--- config.mk ---
export PLATFORM = sky130hd
export DESIGN_NAME = exc_entry_ctrl
export DESIGN_NICKNAME = d
export VERILOG_FILES = /design/src/rtl/exc_pkg.sv /design/src/rtl/exc_pick.sv /design/src/rtl/exc_vec.sv /design/src/rtl/exc_state.sv /design/src/rtl/exc_entry_ctrl.sv
export SDC_FILE = /design/constraint.sdc
export NUM_CORES = 1
export LEC_CHECK = 0
export BUFFER_PORTS_ARGS = -buffer_cell sky130_fd_sc_hd__buf_4
export CAP_MARGIN = 10
export CORE_ASPECT_RATIO = 1.5
export CORE_MARGIN = 3
export CORE_UTILIZATION = 30
export CTS_CLUSTER_DIAMETER = 60
export CTS_CLUSTER_SIZE = 10
export DETAILED_ROUTE_END_ITERATION = 8
export GPL_TIMING_DRIVEN = 0
export HOLD_SLACK_MARGIN = 0.06
export SYNTH_ARGS = -nofsm -noshare
export SYNTH_HDL_FRONTEND = slang
export SYNTH_SLANG_ARGS = --single-unit
--- constraint.sdc ---
create_clock -name clk -period 2.4 [get_ports clk]
set_input_delay 0.48 -clock clk [delete_from_list [all_inputs] [get_ports clk]]
set_output_delay 0.48 -clock clk [all_outputs]
set_load 0.02 [all_outputs]
--- src/rtl/exc_pkg.sv ---
package exc_pkg;
  localparam int CAUSE_W   = 3;
  localparam int STRIDE_LG = 5;
  localparam int OFF_W     = CAUSE_W + STRIDE_LG;
  localparam int NCAUSE    = 1 << CAUSE_W;

  localparam logic [CAUSE_W-1:0] C_RESET = 3'd0;
  localparam logic [CAUSE_W-1:0] C_BRK   = 3'd1;
  localparam logic [CAUSE_W-1:0] C_IBUS  = 3'd2;
  localparam logic [CAUSE_W-1:0] C_WATCH = 3'd3;
  localparam logic [CAUSE_W-1:0] C_DBUS  = 3'd4;
  localparam logic [CAUSE_W-1:0] C_DIV0  = 3'd5;
  localparam logic [CAUSE_W-1:0] C_IRQ   = 3'd6;
  localparam logic [CAUSE_W-1:0] C_SCALL = 3'd7;

  // debug group: breakpoint and watchpoint
  function automatic logic is_debug(input logic [CAUSE_W-1:0] c);
    return (c == C_BRK) || (c == C_WATCH);
  endfunction

  // offset inside the vector page: cause * 2**STRIDE_LG
  function automatic logic [OFF_W-1:0] vec_off(input logic [CAUSE_W-1:0] c);
    return {c, {STRIDE_LG{1'b0}}};
  endfunction
endpackage

--- src/rtl/exc_pick.sv ---
module exc_pick
  import exc_pkg::*;
#(
  parameter int NC = NCAUSE
) (
  input  logic [NC-1:1]      pend,
  input  logic               gie,
  output logic               take,
  output logic [CAUSE_W-1:0] cause
);
  logic [NC-1:1] live;

  for (genvar g = 1; g < NC; g++) begin : g_mask
    if (g == int'(C_IRQ)) begin : g_irq
      assign live[g] = pend[g] & gie;
    end else begin : g_plain
      assign live[g] = pend[g];
    end
  end

  // lowest number wins: scan downward so the last hit is the lowest
  always_comb begin
    cause = C_RESET;
    for (int k = NC - 1; k >= 1; k--) begin
      if (live[k]) cause = CAUSE_W'(k);
    end
  end

  assign take = |live;
endmodule

--- src/rtl/exc_vec.sv ---
module exc_vec
  import exc_pkg::*;
#(
  parameter int           AW       = 32,
  parameter logic [AW-1:0] EBA_RST  = '0,
  parameter logic [AW-1:0] DEBA_RST = '0
) (
  input  logic               clk,
  input  logic               rst_n,
  input  logic [1:0]         base_we,
  input  logic [AW-1:0]      base_wd,
  input  logic               remap_we,
  input  logic               remap_wd,
  input  logic [CAUSE_W-1:0] cause,
  output logic               remap,
  output logic [AW-1:0]      vec
);
  localparam int HW = AW - OFF_W;

  logic [HW-1:0] eba_hi, deba_hi;
  logic          use_dbg_base;

  always_ff @(posedge clk or negedge rst_n) begin
    if (!rst_n) begin
      eba_hi  <= EBA_RST[AW-1:OFF_W];
      deba_hi <= DEBA_RST[AW-1:OFF_W];
      remap   <= 1'b0;
    end else begin
      if (base_we[0]) eba_hi  <= base_wd[AW-1:OFF_W];
      if (base_we[1]) deba_hi <= base_wd[AW-1:OFF_W];
      if (remap_we)   remap   <= remap_wd;
    end
  end

  assign use_dbg_base = is_debug(cause) || remap;
  assign vec = {use_dbg_base ? deba_hi : eba_hi, vec_off(cause)};
endmodule

--- src/rtl/exc_state.sv ---
module exc_state
  import exc_pkg::*;
#(
  parameter int            AW       = 32,
  parameter logic [AW-1:0] RESET_PC = '0
) (
  input  logic               clk,
  input  logic               rst_n,
  input  logic               take,
  input  logic [CAUSE_W-1:0] cause,
  input  logic [AW-1:0]      vec,
  input  logic [AW-1:0]      nxt_pc,
  input  logic               ie_we,
  input  logic [2:0]         ie_wd,
  output logic [AW-1:0]      pc,
  output logic [AW-1:0]      ea,
  output logic [AW-1:0]      ba,
  output logic               gie,
  output logic               eie,
  output logic               bie
);
  logic dbg;
  assign dbg = is_debug(cause);

  always_ff @(posedge clk or negedge rst_n) begin
    if (!rst_n) begin
      pc  <= RESET_PC;
      ea  <= '0;
      ba  <= '0;
      gie <= 1'b0;
      eie <= 1'b0;
      bie <= 1'b0;
    end else if (take) begin
      pc  <= vec;
      gie <= 1'b0;
      if (dbg) begin
        ba  <= pc;
        bie <= bie | gie;
      end else begin
        ea  <= pc;
        eie <= eie | gie;
      end
    end else begin
      pc <= nxt_pc;
      if (ie_we) {bie, eie, gie} <= ie_wd;
    end
  end
endmodule

--- src/rtl/exc_entry_ctrl.sv ---
module exc_entry_ctrl
  import exc_pkg::*;
#(
  parameter int            AW       = 32,
  parameter logic [AW-1:0] RESET_PC = '0,
  parameter logic [AW-1:0] EBA_RST  = '0,
  parameter logic [AW-1:0] DEBA_RST = '0
) (
  input  logic               clk,
  input  logic               rst_n,
  input  logic [NCAUSE-1:1]  pend_i,
  input  logic [AW-1:0]      nxt_pc_i,
  input  logic [1:0]         base_we_i,
  input  logic [AW-1:0]      base_wd_i,
  input  logic               remap_we_i,
  input  logic               remap_wd_i,
  input  logic               ie_we_i,
  input  logic [2:0]         ie_wd_i,
  output logic               take_o,
  output logic [CAUSE_W-1:0] cause_o,
  output logic [AW-1:0]      pc_o,
  output logic [AW-1:0]      ea_o,
  output logic [AW-1:0]      ba_o,
  output logic               ie_o,
  output logic               eie_o,
  output logic               bie_o
);
  logic [AW-1:0] vec_w;
  logic          remap_w;

  exc_pick #(.NC(NCAUSE)) u_pick (
    .pend (pend_i),
    .gie  (ie_o),
    .take (take_o),
    .cause(cause_o)
  );

  exc_vec #(.AW(AW), .EBA_RST(EBA_RST), .DEBA_RST(DEBA_RST)) u_vec (
    .clk     (clk),
    .rst_n   (rst_n),
    .base_we (base_we_i),
    .base_wd (base_wd_i),
    .remap_we(remap_we_i),
    .remap_wd(remap_wd_i),
    .cause   (cause_o),
    .remap   (remap_w),
    .vec     (vec_w)
  );

  exc_state #(.AW(AW), .RESET_PC(RESET_PC)) u_state (
    .clk   (clk),
    .rst_n (rst_n),
    .take  (take_o),
    .cause (cause_o),
    .vec   (vec_w),
    .nxt_pc(nxt_pc_i),
    .ie_we (ie_we_i),
    .ie_wd (ie_wd_i),
    .pc    (pc_o),
    .ea    (ea_o),
    .ba    (ba_o),
    .gie   (ie_o),
    .eie   (eie_o),
    .bie   (bie_o)
  );
endmodule

==> impl_metrics.tcl, run 1 <==
set metrics [dict create \
    antenna_found_initial 1 \
    worstPathArrival_ns 1.80 \
    syn2layout_area_growth_pct 38.9 \
    first_pass_iters 4 \
    final-instance-count-excl-fill 853 \
    synth-edff-count 0 \
    fmax_mhz 439 \
    min_from "pend_i[1]" \
    detail-route-antenna-nets 0 \
    ir_drop_uv 387 \
    clk_latency_ns 0.41 \
    cts.sinks 148 \
    grt_usage 0.143 \
    period_share 0.949 \
    power.net_switching_w 0.00189 \
    slew_viol_final 0 \
    synthFlopType "dfrtp_1" \
    post-place-cells 820 \
    p_seq_frac 0.431 \
    htree_levels 4 \
    stdcell_area_mm2 0.00806 \
    synthesis.area_mm2 0.00580 \
    io_buffers 173 \
    drcViolationCount 0 \
    core-area_mm2 0.0188 \
    outcome "completed" \
    relSlewSlack 0.606 \
    start_kind "flop" \
    rsz0062_at_grt "false" \
    die_y_um 176 \
    drv_cap 0 \
    fillerInstances 1778 \
    layout_setup_ws_ns 0.121 \
    async_flop_share 1.00 \
    pre_cts_ws_ns 0.105 \
    placed_area_mm2 0.00745 \
    pwr-share-clk 0.370 \
    tightest_slew_ns 0.591 \
    grt_pass1_vias 4184 \
    die-area_mm2 0.0211 \
    grt_pass1_wl_um 23100 \
    drtIter0Drc 126 \
    r2r_end "u_state.pc[8]" \
    critPathMaxFanout 10 \
    syn_inst 394 \
    rows 61 \
    die_x_um 120 \
    swShare 0.268 \
    clock_tree.buffer_depth 2 \
    setup_violations 0 \
    wirelength_um 14800 \
    grt_max_degree 89 \
    ff2ff_setup_slack_ns 0.52 \
    clk_pin_slew_ns 0.06 \
    p_int_w 0.00517 \
    num_vias 3814 \
    cts_tree "done" \
    hold_path_class "in2reg" \
    pin_count 184 \
    leakage_nw 3.81 \
    min_period_ns 2.28 \
    ys_ff_latch 148 \
    holdPathEnd "u_state.pc[6]" \
    finalHoldViolCount 0 \
    required_ns 1.92 \
    holdPathStages 2 \
    synth_cell_types 26 \
    r2r_start "u_state.gie" \
    via_per_inst 4.47 \
    place_hpwl_um 11300 \
    start_util 0.309 \
    final_nets 670 \
    reg2regPathDepth 5 \
    crit_type "reg2out" \
    routedWlPerCell_um 17.3 \
    clock-skew-final_ns 0.00582 \
    utilization 0.429 \
    yosysWarnings 0 \
    cts_root_buffer "clkbuf_16" \
    grt-ovfl-total 0 \
    p_comb_frac 0.199 \
    drive_above_1_share 0.557 \
    ys_seq_area_frac 0.638 \
    syn_area_per_cell_um2 14.7 \
    synth_fp_nets 475 \
    p_per_area_mw_per_mm2 876 \
    gp_congestion 0.800 \
    end_kind "output pin" \
    cts-buffers-inserted 17 \
    setup_tns_ns 0 \
]
## layout make-up
cell class                      instances  area [um^2]  area share
Sequential cell                       148         3700       0.459
Multi-Input combinational cell        222         1970       0.244
Timing Repair Buffer                  176         1350       0.167
Clock buffer                           20          447      0.0554
Tap cell                              252          315      0.0391
Buffer                                 22          136      0.0169
Clock inverter                         10          134      0.0166
Inverter                                2         7.51    0.000931
Antenna cell                            1         2.50    0.000310
## cells by family (layout without fill, tap and decap cells)
kind of cell	after synthesis	count (layout)	share of synthesized area
flops	148	148	0.638
simple gates	45	45	0.0351
buf+inv	24	230	0.0241
other cells	0	1	0
compound gates	38	38	0.0386
mux	139	139	0.264
## cell usage after synthesis, types with 2 or more instances
library cell / count / area, um^2
mux2_2: 111 / 1250
inv_1: 2 / 7.51
mux2_1: 2 / 22.5
a211oi_1: 2 / 15.0
dfrtp_1: 148 / 3700
o21ai_0: 25 / 125
nand2b_1: 4 / 25.0
buf_6: 4 / 45.0
mux2i_1: 26 / 260
and2_1: 6 / 37.5
clkbuf_1: 6 / 22.5
buf_4: 2 / 15.0
a21oi_1: 5 / 25.0
nor2_1: 4 / 15.0
nand2_1: 27 / 101
buf_2: 10 / 50.1
## worst max-delay path, stage by stage, from the launching register on
cell and delay, ns:
dfrtp_2 0.47, a21oi_4 0.18, and3_1 0.18, buf_2 0.16, buf_6 0.17, inv_1 0.07, buf_4 0.16
## metal layers
metal  share of wire  global-route usage  vias to the layer above  wire, um
met5               0                   0                        -         0
met4           0.036              0.0717                        0       536
met3           0.044              0.0369                       28       653
met2            0.52               0.252                      116      7710
met1            0.40               0.161                     1904      5890
li1                -                   -                     1766         -
## power by group through the flow
stage | sequential, W | combinational (W) | clock [W]
3_5_place_dp | 0.00309 | 0.00142 | 0
5_1_grt | 0.00309 | 0.00150 | 0.00279
6_report | 0.00304 | 0.00140 | 0.00261
3_3_place_gp | 0.00307 | 0.00140 | 0
4_1_cts | 0.00305 | 0.00143 | 0.00268
2_1_floorplan | 0.00335 | 0.000417 | 0
## how the worst max path moves through the flow
stage,from,to
4_1_cts,u_state.gie,take_o
5_1_grt,u_state.gie,take_o
2_1_floorplan,pend_i[5],take_o
3_3_place_gp,pend_i[5],u_state.pc[9]
6_report,u_state.gie,take_o
3_5_place_dp,pend_i[5],u_state.pc[9]
## through the flow
step	hold slack (ns)	total power [W]
CTS	0.233	0.00716
global placement	0.475	0.00447
detailed placement	0.477	0.00452
floorplan	0.184	0.00377
finish	0.257	0.00706
global route	0.255	0.00737
## cell usage in the layout (no fill, tap or decap), drive strengths merged, types with 2 or more instances in the layout
| cell type | count |
|---|---|
| and2 | 6 |
| o21ai | 25 |
| clkinv | 5 |
| a211oi | 2 |
| dfrtp | 148 |
| mux2i | 26 |
| a21oi | 6 |
| clkbuf | 26 |
| nor2 | 4 |
| mux2 | 113 |
| inv | 2 |
| bufinv | 3 |
| nand2 | 28 |
| buf | 191 |
| a31oi | 2 |
| clkinvlp | 2 |
| nand2b | 4 |
## flip-flops by register name, summed over array words and instances (netlist names)
| signal | flops |
|---|---|
| u_state.bie | 1 |
| u_state.pc | 32 |
| u_vec.deba_hi | 24 |
| u_vec.remap | 1 |
| u_state.ba | 32 |
| u_state.ea | 32 |
| u_vec.eba_hi | 24 |
| u_state.eie | 1 |
| u_state.gie | 1 |
## repair_timing
item                                    CTS  global route
buffers inserted                          1             0
pin swaps                                 1             0
gates resized for setup                   2             1
hold endpoints to repair                 23             0
endpoints found under the setup margin    1             1
hold buffers                              1             0
No activity file was read; power rests on OpenSTA's default activity.
==> run 2: changes to the inputs <==
--- a/config.mk
+++ b/config.mk
@@ -7,7 +7,6 @@
 export LEC_CHECK = 0
 export BUFFER_PORTS_ARGS = -buffer_cell sky130_fd_sc_hd__buf_4
 export CAP_MARGIN = 10
-export CORE_ASPECT_RATIO = 1.5
 export CORE_MARGIN = 3
 export CORE_UTILIZATION = 30
 export CTS_CLUSTER_DIAMETER = 60
==> impl_metrics.tcl, run 2 (synthesized netlist as in run 1, its figures left out) <==
set metrics [dict create \
    grt_usage 0.143 \
    critPathMaxFanout 10 \
    place_hpwl_um 11300 \
    pre_cts_ws_ns 0.160 \
    start_util 0.308 \
    detail-route-antenna-nets 0 \
    grt-ovfl-total 0 \
    antenna_found_initial 0 \
    period_share 0.951 \
    gp_congestion 0.787 \
    drv_cap 0 \
    fmax_mhz 438 \
    required_ns 1.92 \
    relSlewSlack 0.550 \
    grt_max_degree 77 \
    cts.sinks 148 \
    clk_pin_slew_ns 0.06 \
    startpoint "u_state.gie" \
    p_per_area_mw_per_mm2 873 \
    clock_tree.buffer_depth 2 \
    routedWlPerCell_um 17.3 \
    worstPathArrival_ns 1.80 \
    rsz0062_at_grt "false" \
    clock-skew-final_ns 0.00643 \
    die_x_um 145 \
    slew_viol_final 0 \
    reg.largest.list "u_state.ba: 32 flops, u_state.ea: 32 flops, u_state.pc: 32 flops" \
    die-area_mm2 0.0211 \
    start_kind "flop" \
    tightest_slew_ns 0.676 \
    reg2regPathDepth 5 \
    cts_root_buffer "clkbuf_16" \
    outcome "completed" \
    leakage_nw 3.80 \
    wirelength_um 14900 \
    grt_pass1_wl_um 23700 \
    ir_drop_uv 439 \
    drcViolationCount 0 \
    finalHoldViolCount 0 \
    syn2layout_area_growth_pct 38.7 \
    via_per_inst 4.45 \
    drive_above_1_share 0.560 \
    cts_tree "done" \
    layout_setup_ws_ns 0.117 \
    drtIter0Drc 148 \
    first_pass_iters 5 \
    pin_count 184 \
    endpoint "take_o" \
    crit_type "reg2out" \
    diodes 0 \
    hold_path_class "in2async" \
    htree_levels 4 \
    rows 50 \
    grt_pass1_vias 4079 \
    num_vias 3825 \
    die_y_um 145 \
    core-area_mm2 0.0188 \
    setup_violations 0 \
    r2r_start "u_state.gie" \
    min_period_ns 2.28 \
    io_buffers 173 \
    mostFrequentLayoutCell "buf_4" \
    r2r_end "u_state.pc[17]" \
    clk_latency_ns 0.41 \
    end_kind "output pin" \
    ff2ff_setup_slack_ns 0.70 \
    mostFrequentLayoutCells "buf_4, dfrtp_1, mux2_2, nand2_1, mux2i_1" \
    fillerInstances 1747 \
    cts-buffers-inserted 17 \
    final_nets 669 \
    setup_tns_ns 0 \
]
-- run 2: repair_timing --
item,CTS,global route
setup endpoints to repair,1,1
resized for setup,1,1
hold buffers,0,0
buffers inserted,1,0
pin swaps,1,0
-- run 2: worst min path at each step --
stage                        startpoint              to  cells past startpoint
after floorplan                   rst_n   u_state.ba[0]                      0
after global placement    u_state.ea[7]   u_state.ea[7]                      1
after detailed placement  u_state.ea[7]   u_state.ea[7]                      1
after CTS                         rst_n  u_state.ea[11]                      1
after global routing              rst_n  u_state.ea[11]                      1
final                             rst_n  u_state.ea[11]                      1
-- run 2: layout make-up --
cell class / instances / area (um^2) / share of cell area
buffer: 22 / 133 / 0.0165
clock buffer: 19 / 443 / 0.0550
clock inverter: 12 / 133 / 0.0165
inverter: 2 / 7.51 / 0.000932
multi-input combinational: 222 / 1970 / 0.244
sequential: 148 / 3700 / 0.460
tap: 260 / 325 / 0.0404
timing repair buffer: 175 / 1340 / 0.166
-- run 2: worst max-delay path, cell delays in order, from the launching register on --
cell and delay, ns:
dfrtp_2 0.47, a21oi_4 0.17, and3_1 0.16, buf_2 0.15, buf_4 0.20, inv_1 0.07
buf_4 0.16
-- run 2: metrics by stage --
stage               power, W  area (um^2)  cells   util  hold slack, ns
floorplan            0.00377         5800    394      -           0.184
global placement     0.00448         7430    827  0.394           0.471
detailed placement   0.00452         7460    828  0.396           0.480
CTS                  0.00714         8050    860  0.428          0.0925
global route         0.00735         8050    860  0.428           0.119
finish               0.00703         8050    860  0.428          0.0701
-- run 2: where the power goes --
| part | leakage, nW | internal [W] | switching (W) | total, W |
|---|---|---|---|---|
| clock | 0.275 | 0.00155 | 0.00103 | 0.00258 |
| sequential | 1.77 | 0.00283 | 0.000207 | 0.00304 |
| combinational | 1.75 | 0.000690 | 0.000718 | 0.00141 |
-- run 2: metal layers --
metal  up-vias  wire (um)  GRT usage  share of wire
li1       1772          -          -              -
met1      1932       6530      0.182           0.44
met2       104       7340      0.233           0.49
met3        17        762     0.0412          0.051
met4         0        272     0.0484          0.018
met5         -          0          0              0
